==> src/rtl/acc_cpu_pkg.sv <==
package acc_cpu_pkg;

    localparam int DW   = 8;
    localparam int NREG = 8;
    localparam int RSEL = $clog2(NREG);

    typedef logic [DW-1:0] byte_t;

    typedef enum logic [1:0] {
        PH_FETCH  = 2'd0,
        PH_DECODE = 2'd1,
        PH_EXEC   = 2'd2
    } phase_e;

    localparam byte_t OP_LDI    = 8'h74;
    localparam byte_t OP_JREL   = 8'h80;
    localparam byte_t OP_SWAP   = 8'hC4;
    localparam byte_t BIT_MASK  = 8'hEF;
    localparam byte_t BIT_MATCH = 8'hC2;

    typedef struct packed {
        logic ir;
        logic rf;
        logic aux;
        logic pc;
        logic acc;
        logic cy;
        logic jump;
    } wen_t;

    function automatic logic is_bitop(byte_t op);
        return (op & BIT_MASK) == BIT_MATCH;
    endfunction

    function automatic logic is_mov_rn(byte_t op);
        return op[DW-1:RSEL] == 5'b11111;
    endfunction

    function automatic logic is_addc(byte_t op);
        return op[DW-1:RSEL] == 5'b00111;
    endfunction

    function automatic logic is_two_byte(byte_t op);
        return (op == OP_LDI) || (op == OP_JREL) || is_bitop(op);
    endfunction

    function automatic logic writes_acc(byte_t op);
        return (op == OP_LDI) || (op == OP_SWAP) || is_bitop(op) || is_addc(op);
    endfunction

endpackage

==> src/rtl/acc_phase_seq.sv <==
module acc_phase_seq
    import acc_cpu_pkg::*;
(
    input  logic   clk,
    input  logic   rst,
    output phase_e phase
);

    always_ff @(posedge clk) begin
        if (rst) begin
            phase <= PH_FETCH;
        end else begin
            unique case (phase)
                PH_FETCH:  phase <= PH_DECODE;
                PH_DECODE: phase <= PH_EXEC;
                default:   phase <= PH_FETCH;
            endcase
        end
    end

    assert_fetch_to_decode_R1: assert property (@(posedge clk) disable iff (rst)
        (phase == PH_FETCH) |=> (phase == PH_DECODE));
    assert_decode_to_exec_R1: assert property (@(posedge clk) disable iff (rst)
        (phase == PH_DECODE) |=> (phase == PH_EXEC));
    assert_exec_to_fetch_R1: assert property (@(posedge clk) disable iff (rst)
        (phase == PH_EXEC) |=> (phase == PH_FETCH));
    assert_reset_phase_R10: assert property (@(posedge clk)
        rst |=> (phase == PH_FETCH));

endmodule

==> src/rtl/acc_ctl.sv <==
module acc_ctl
    import acc_cpu_pkg::*;
(
    input  phase_e phase,
    input  byte_t  op,
    output wen_t   wen
);

    always_comb begin
        wen = '0;
        unique case (phase)
            PH_FETCH: begin
                wen.ir = 1'b1;
            end
            PH_DECODE: begin
                wen.pc  = 1'b1;
                wen.aux = is_two_byte(op);
            end
            default: begin
                wen.acc  = writes_acc(op);
                wen.rf   = is_mov_rn(op);
                wen.cy   = is_addc(op);
                wen.pc   = is_two_byte(op);
                wen.jump = (op == OP_JREL);
            end
        endcase
    end

endmodule

==> src/rtl/acc_alu.sv <==
module acc_alu
    import acc_cpu_pkg::*;
(
    input  byte_t op,
    input  byte_t aux,
    input  byte_t acc,
    input  byte_t rn,
    input  logic  cy_in,
    output byte_t res,
    output logic  cy_out
);

    byte_t        edited;
    logic [DW:0]  sum;

    for (genvar i = 0; i < DW; i++) begin : g_bitmux
        assign edited[i] = (aux[RSEL-1:0] == RSEL'(i)) ? op[4] : acc[i];
    end

    assign sum = {1'b0, acc} + {1'b0, rn} + (DW+1)'(cy_in);

    always_comb begin
        res    = acc;
        cy_out = cy_in;
        if (op == OP_LDI) begin
            res = aux;
        end else if (is_bitop(op)) begin
            res = edited;
        end else if (is_addc(op)) begin
            res    = sum[DW-1:0];
            cy_out = sum[DW];
        end else if (op == OP_SWAP) begin
            res = {acc[DW/2-1:0], acc[DW-1:DW/2]};
        end
    end

endmodule

==> src/rtl/mini_acc_cpu.sv <==
module mini_acc_cpu
    import acc_cpu_pkg::*;
(
    input  logic               clk,
    input  logic               rst,
    output logic [DW-1:0]      rom_addr,
    input  logic [DW-1:0]      rom_data,
    output logic [DW-1:0]      dbg_acc,
    output logic [DW-1:0]      dbg_pc,
    output logic [NREG*DW-1:0] dbg_regs
);

    phase_e phase;
    wen_t   wen;
    byte_t  ir_q, aux_q, acc_q, pc_q;
    logic   cy_q;
    byte_t  rf_q [NREG];
    byte_t  rn, alu_res, pc_inc, pc_next;
    logic   alu_cy;

    acc_phase_seq u_seq (.clk(clk), .rst(rst), .phase(phase));

    acc_ctl u_ctl (.phase(phase), .op(ir_q), .wen(wen));

    assign rn = rf_q[ir_q[RSEL-1:0]];

    acc_alu u_alu (
        .op(ir_q), .aux(aux_q), .acc(acc_q), .rn(rn), .cy_in(cy_q),
        .res(alu_res), .cy_out(alu_cy)
    );

    assign pc_inc   = pc_q + byte_t'(1);
    assign pc_next  = wen.jump ? byte_t'(pc_inc + aux_q) : pc_inc;
    assign rom_addr = (phase == PH_DECODE) ? pc_inc : pc_q;

    always_ff @(posedge clk) begin
        if (rst) begin
            ir_q  <= '0;
            aux_q <= '0;
            acc_q <= '0;
            pc_q  <= '0;
            cy_q  <= 1'b0;
        end else begin
            if (wen.ir)  ir_q  <= rom_data;
            if (wen.aux) aux_q <= rom_data;
            if (wen.pc)  pc_q  <= pc_next;
            if (wen.acc) acc_q <= alu_res;
            if (wen.cy)  cy_q  <= alu_cy;
        end
    end

    always_ff @(posedge clk) begin
        for (int i = 0; i < NREG; i++) begin
            if (rst) begin
                rf_q[i] <= '0;
            end else if (wen.rf && ir_q[RSEL-1:0] == RSEL'(i)) begin
                rf_q[i] <= acc_q;
            end
        end
    end

    for (genvar i = 0; i < NREG; i++) begin : g_dbg
        assign dbg_regs[i*DW +: DW] = rf_q[i];
    end

    assign dbg_acc = acc_q;
    assign dbg_pc  = pc_q;

    assert_ir_hold_R2: assert property (@(posedge clk) disable iff (rst)
        (phase != PH_FETCH) |=> $stable(ir_q));
    assert_acc_exec_only_R5: assert property (@(posedge clk) disable iff (rst)
        (phase != PH_EXEC) |=> $stable(acc_q));
    assert_regs_exec_only_R6: assert property (@(posedge clk) disable iff (rst)
        (phase != PH_EXEC) |=> $stable(dbg_regs));
    assert_pc_fetch_hold_R3: assert property (@(posedge clk) disable iff (rst)
        (phase == PH_FETCH) |=> $stable(pc_q));
    assert_one_bit_edit_R4: assert property (@(posedge clk) disable iff (rst)
        (phase == PH_EXEC && is_bitop(ir_q)) |=> ($countones(acc_q ^ $past(acc_q)) <= 1));
    assert_short_op_pc_R11: assert property (@(posedge clk) disable iff (rst)
        (phase == PH_EXEC && !is_two_byte(ir_q)) |=> $stable(pc_q));
    assert_reset_clear_R10: assert property (@(posedge clk)
        rst |=> (acc_q == '0 && pc_q == '0 && dbg_regs == '0));

endmodule

==> config.mk <==
export PLATFORM = sky130hd
export DESIGN_NAME = mini_acc_cpu
export DESIGN_NICKNAME = d
export VERILOG_FILES = /design/src/rtl/acc_cpu_pkg.sv /design/src/rtl/acc_phase_seq.sv /design/src/rtl/acc_ctl.sv /design/src/rtl/acc_alu.sv /design/src/rtl/mini_acc_cpu.sv
export SDC_FILE = /design/constraint.sdc
export NUM_CORES = 1
export LEC_CHECK = 0
export ABC_AREA = 0
export CAP_MARGIN = 20
export CORE_MARGIN = 1
export CORE_UTILIZATION = 35
export CTS_BUF_LIST = sky130_fd_sc_hd__clkbuf_4 sky130_fd_sc_hd__clkbuf_8 sky130_fd_sc_hd__clkbuf_16
export CTS_CLUSTER_DIAMETER = 120
export CTS_CLUSTER_SIZE = 40
export DETAILED_ROUTE_END_ITERATION = 8
export GPL_TIMING_DRIVEN = 0
export SYNTH_ARGS = -nofsm -noshare
export SYNTH_HDL_FRONTEND = slang
export SYNTH_SLANG_ARGS = --single-unit
==> constraint.sdc <==
create_clock -name clk -period 4.3 [get_ports clk]
set_clock_uncertainty 0.2 [all_clocks]
set_input_delay 0.86 -clock clk [delete_from_list [all_inputs] [get_ports clk]]
set_output_delay 0.86 -clock clk [all_outputs]
set_load 0.03 [all_outputs]
# Word-level counts from Yosys, hierarchy flattened

Memories as Yosys holds them, arrays and structs flattened. A register that Yosys moved wholly into a read port is not among the register bits.
Index checks and enable logic that the tools add are counted.

Bits in registers: 35
Bits in latches: 0
Memory bits (writable): 64
ROM bits: 0
Output and inout bits: 88
Logic and storage cells: 140
Memories: 1

Add/sub/neg operators: 4
Multipliers: 0
Div/mod/pow operators: 0
Order comparisons: 0
Equal/unequal tests: 29
Shift operators: 0
Muxes and demuxes: 56
Bitwise logic cells: 10
Reduce and logical (&&, ||, !) cells: 27

Memories:

| name | words | bits a word | read ports | clocked after memory_dff | write ports | RTL line           | RTL |
|---|---|---|---|---|---|---|---|
| rf_q | 8     | 8           | 9          | 1                        | 8           | mini_acc_cpu.sv:17 | `byte_t rf_q [NREG];` |

Operators with widths:

| kind                | count |
|---|---|
| $mux 8              | 14 |
| $mux 1              | 37 |
| $eq 3x3->1 const B  | 8 |
| $ne 3x1->1 const B  | 8 |
| $reduce_and 3->1    | 8 |
| $eq 8x8->1 const B  | 2 |
| $eq 3x2->1 const B  | 4 |
| $add 8x8->9         | 1 |
| $add 9x1->9         | 1 |
| $mux 3              | 3 |
| $add 8x1->8 const B | 1 |
| $add 8x8->8         | 1 |
| $eq 8x7->1 const B  | 1 |
| $logic_and 1x1->1   | 8 |
| $or 1x1->1          | 8 |
| $eq 7x7->1 const B  | 1 |
| $eq 3x1->1 const B  | 2 |
| $logic_not 3->1     | 2 |
| $eq 5x3->1 const B  | 1 |
| $eq 5x5->1 const B  | 1 |
| $logic_or 1x1->1    | 5 |
| $pmux 2 s2          | 1 |
| $reduce_and 4->1    | 1 |
| $reduce_bool 4->1   | 1 |
| other kinds (5)     | 6 |

# Depth between registers and ports, before layout

Depth after elaboration: 8
Depth in mapped cells: 13
Depth with buffers taken out: 11

# Hierarchy

A second synthesis with hierarchy kept.

Cells, all modules: 540
Area total of the unflattened synthesis: 5974.5 um^2

By module, submodules not included:

| module        | instances | cells each | area each (um^2) | seq. area each (um^2) |
|---|---|---|---|---|
| mini_acc_cpu  | 1         | 391        | 4875.9           | 2642.5 |
| acc_alu       | 1         | 119        | 875.8            | 0.0 |
| acc_ctl       | 1         | 26         | 160.2            | 0.0 |
| acc_phase_seq | 1         | 4          | 62.6             | 40.0 |

# Least setup slack after synthesis

Ideal clock, no wire load.

Path type: flip-flop to flip-flop
Start: register with a tool-made name
End: register cy_q
Setup time: 0.125 ns
Arrival: 3.471 ns
Required time: 3.975 ns
Path slack: 0.504 ns
Stages on the path, launching flop included: 14
Buffers on the path: 2
Clock period less this slack: 3.796 ns
Path through: dfxtp_1 > clkbuf_1 > buf_2 > mux4_2 > mux2_2 > fa_1 > inv_1 > fa_1 > nor2b_1 > o21a_1 > o211a_1 > o21ai_0 > a21boi_0 > o41a_1

RTL lines:

| element              | RTL line           | RTL |
|---|---|---|
| end signal, assigned | mini_acc_cpu.sv:48 | `if (wen.cy) cy_q <= alu_cy;` |
| end, declared        | mini_acc_cpu.sv:16 | `logic cy_q;` |

==> out/metrics.yaml <==
holdPathStages: 2
insertion_delay_ps: 360
gr-usage-all-layers: 0.192
drive_above_1_share: 0.125
end_kind: "flop"
place_ws_ps: -91.9
die-area_um2: 17300
drv_cap: 0
cts_buffers: 9
ys_warn_count: 0
tritoncts: "built"
fin_crit_sh: 0.938
synth.yosys.seq_area_share: 0.456
cp-start-kind: "flop"
ys_async_sr_fraction: 0
synthFlopType: "edfxtp_1"
antenna_found_initial: 0
root_buffer: "clkbuf_16"
critPathKind: "reg -> reg"
drt-total-wl_mm: 16.4
ys_ff_latch: 102
rsz0062_at_grt: "no"
fmax_mhz: 248
critPathMaxFanout: 10
final_area_um2: 7460
r2r_cells: 12
drt_iter0_drc: 331
fin_crit_ps: 4030
ant_nets: 0
vias_per_cell: 5.27
power.density_nw_per_um2: 306
multiInputGateArea_um2: 2960
final_cell_mix: "clkdlybuf4s50_1, edfxtp_1, nand2_1"
synth_area_leaders: "edfxtp_1, dfxtp_1, mux4_2"
worst-endpoint-required_ps: 4340
mostFrequentLayoutCell: "clkdlybuf4s50_1"
wire_per_inst_um: 18.6
grt_pass1_vias: 4564
ios: 98
dp_hpwl_mm: 12.3
gp_congestion: 0.853
clk_path_buf_depth: 2
hold_path.class: "reg -> reg"
drc: 0
grt_pass1_wl_mm: 25.4
final_nets: 687
worst_pin_slew_ps: 1070
die_h_um: 132
slew_viol_final: 0
synth_area_leader_cell: "edfxtp_1"
cts_setup_buffers: 0
status: "finished clean"
syn_nets: 575
clk_pin_slew_ps: 70
ff2ff_setup_slack_ps: 270
antenna_cells: 0
synth.avg_cell_area_um2: 10.8
synth_area_um2: 5880
hold_viol_final: 0
ir_drop_mv: 0.196
htreeDepth: 3
synth_edf_count: 64
port_buffers: 97
grt_max_degree: 18
holdWs_ps: 345
setup_viol: 0
worst_slack_ps: 268
drt-pass1-iter-count: 5
cp_data_arrival_time_ps: 4070
die_w_um: 132
syn_to_final_growth_pct: 26.9
p_leak_nw: 2.69
relSlewSlack: 0.279
fillers: 1548
synth_top_area_share: 0.327
row_count: 47
num_vias: 4662
grt_overflow: 0
seqCellArea_um2: 2680
dpl_cell_area_um2: 7190
synth.distinct_cells: 64
hold_buffers: 0
coreArea_um2: 16500
syn_inst: 547
numClockSinks: 102
power.total_mw: 2.28
start_util: 0.357
repair_timing:
action	in CTS	in global routing
hold endpoints to repair	0	0
gates resized for setup	0	3
endpoints found under the setup margin	3	3
cell usage after synthesis, drive strengths merged (12+ instances only):
cell     n
a21oi   26
ha      15
mux4    16
nor2    40
xnor2   14
edfxtp  64
nand2   59
nor3    18
buf     12
clkbuf  19
nand3   13
o21ai   22
dfxtp   38
and2    58
critical path, cell delays in order (launching register included):
cell      delay [ps]
dfxtp_2          500
buf_2            420
mux4_2           600
mux2_2           300
fa_1             420
inv_1             90
fa_1             210
nor2b_1           60
o21a_1           200
o211a_1          220
o21ai_0          240
a21boi_0         140
o41a_1           310
where the power goes:
group / internal, mW / leakage [nW] / switching [mW] / total [mW]
Sequential: 1.07 / 0.971 / 0.0358 / 1.11
Clock: 0.404 / 0.128 / 0.383 / 0.787
Combinational: 0.159 / 1.59 / 0.226 / 0.385
routing by layer:
layer	part of all wire	global-route usage	vias up
met5	0	0	-
met4	0.022	0.0607	0
met3	0.058	0.0374	27
met2	0.47	0.319	188
met1	0.45	0.250	2214
li1	-	-	2233
stage by stage:
step,utilization,setup TNS [ps],instances
finish,0.453,0,884
global route,0.453,0,884
CTS,0.453,0,884
detailed placement,0.436,-229,869
global placement,0.433,-135,864
floorplan,-,0,547
cell type report:
cell class,instances,area share
flip-flops and latches,102,0.360
multi-input cells,404,0.396
plain buffers,30,0.0303
well taps,220,0.0369
clock buffers,10,0.0312
clock inverters,6,0.00620
repair buffers,102,0.134
inverters,10,0.00503
worst paths after layout:
kind	from	endpoint
min reg2reg	aux_q[4]$_SDFFE_PP0P_	aux_q[4]$_SDFFE_PP0P_
max reg2reg	flop	cy_q$_SDFFE_PP0P_
min	aux_q[4]$_SDFFE_PP0P_	aux_q[4]$_SDFFE_PP0P_
max	flop	cy_q$_SDFFE_PP0P_
cells by family after synthesis:
logic type | share of synthesized area
simple gates | 0.205
compound gates | 0.128
flops | 0.456
buf+inv | 0.0453
mux | 0.0934
xor+xnor | 0.0298
fa+ha+maj | 0.0421
flip-flops by register name (all words and copies together) (netlist names), named ones only:
register     flops
dbg_pc           8
aux_q            8
dbg_acc          8
rf_q            64
cy_q             1
u_seq.phase      2
ir_q             8
(Power assumes the default switching activity.)
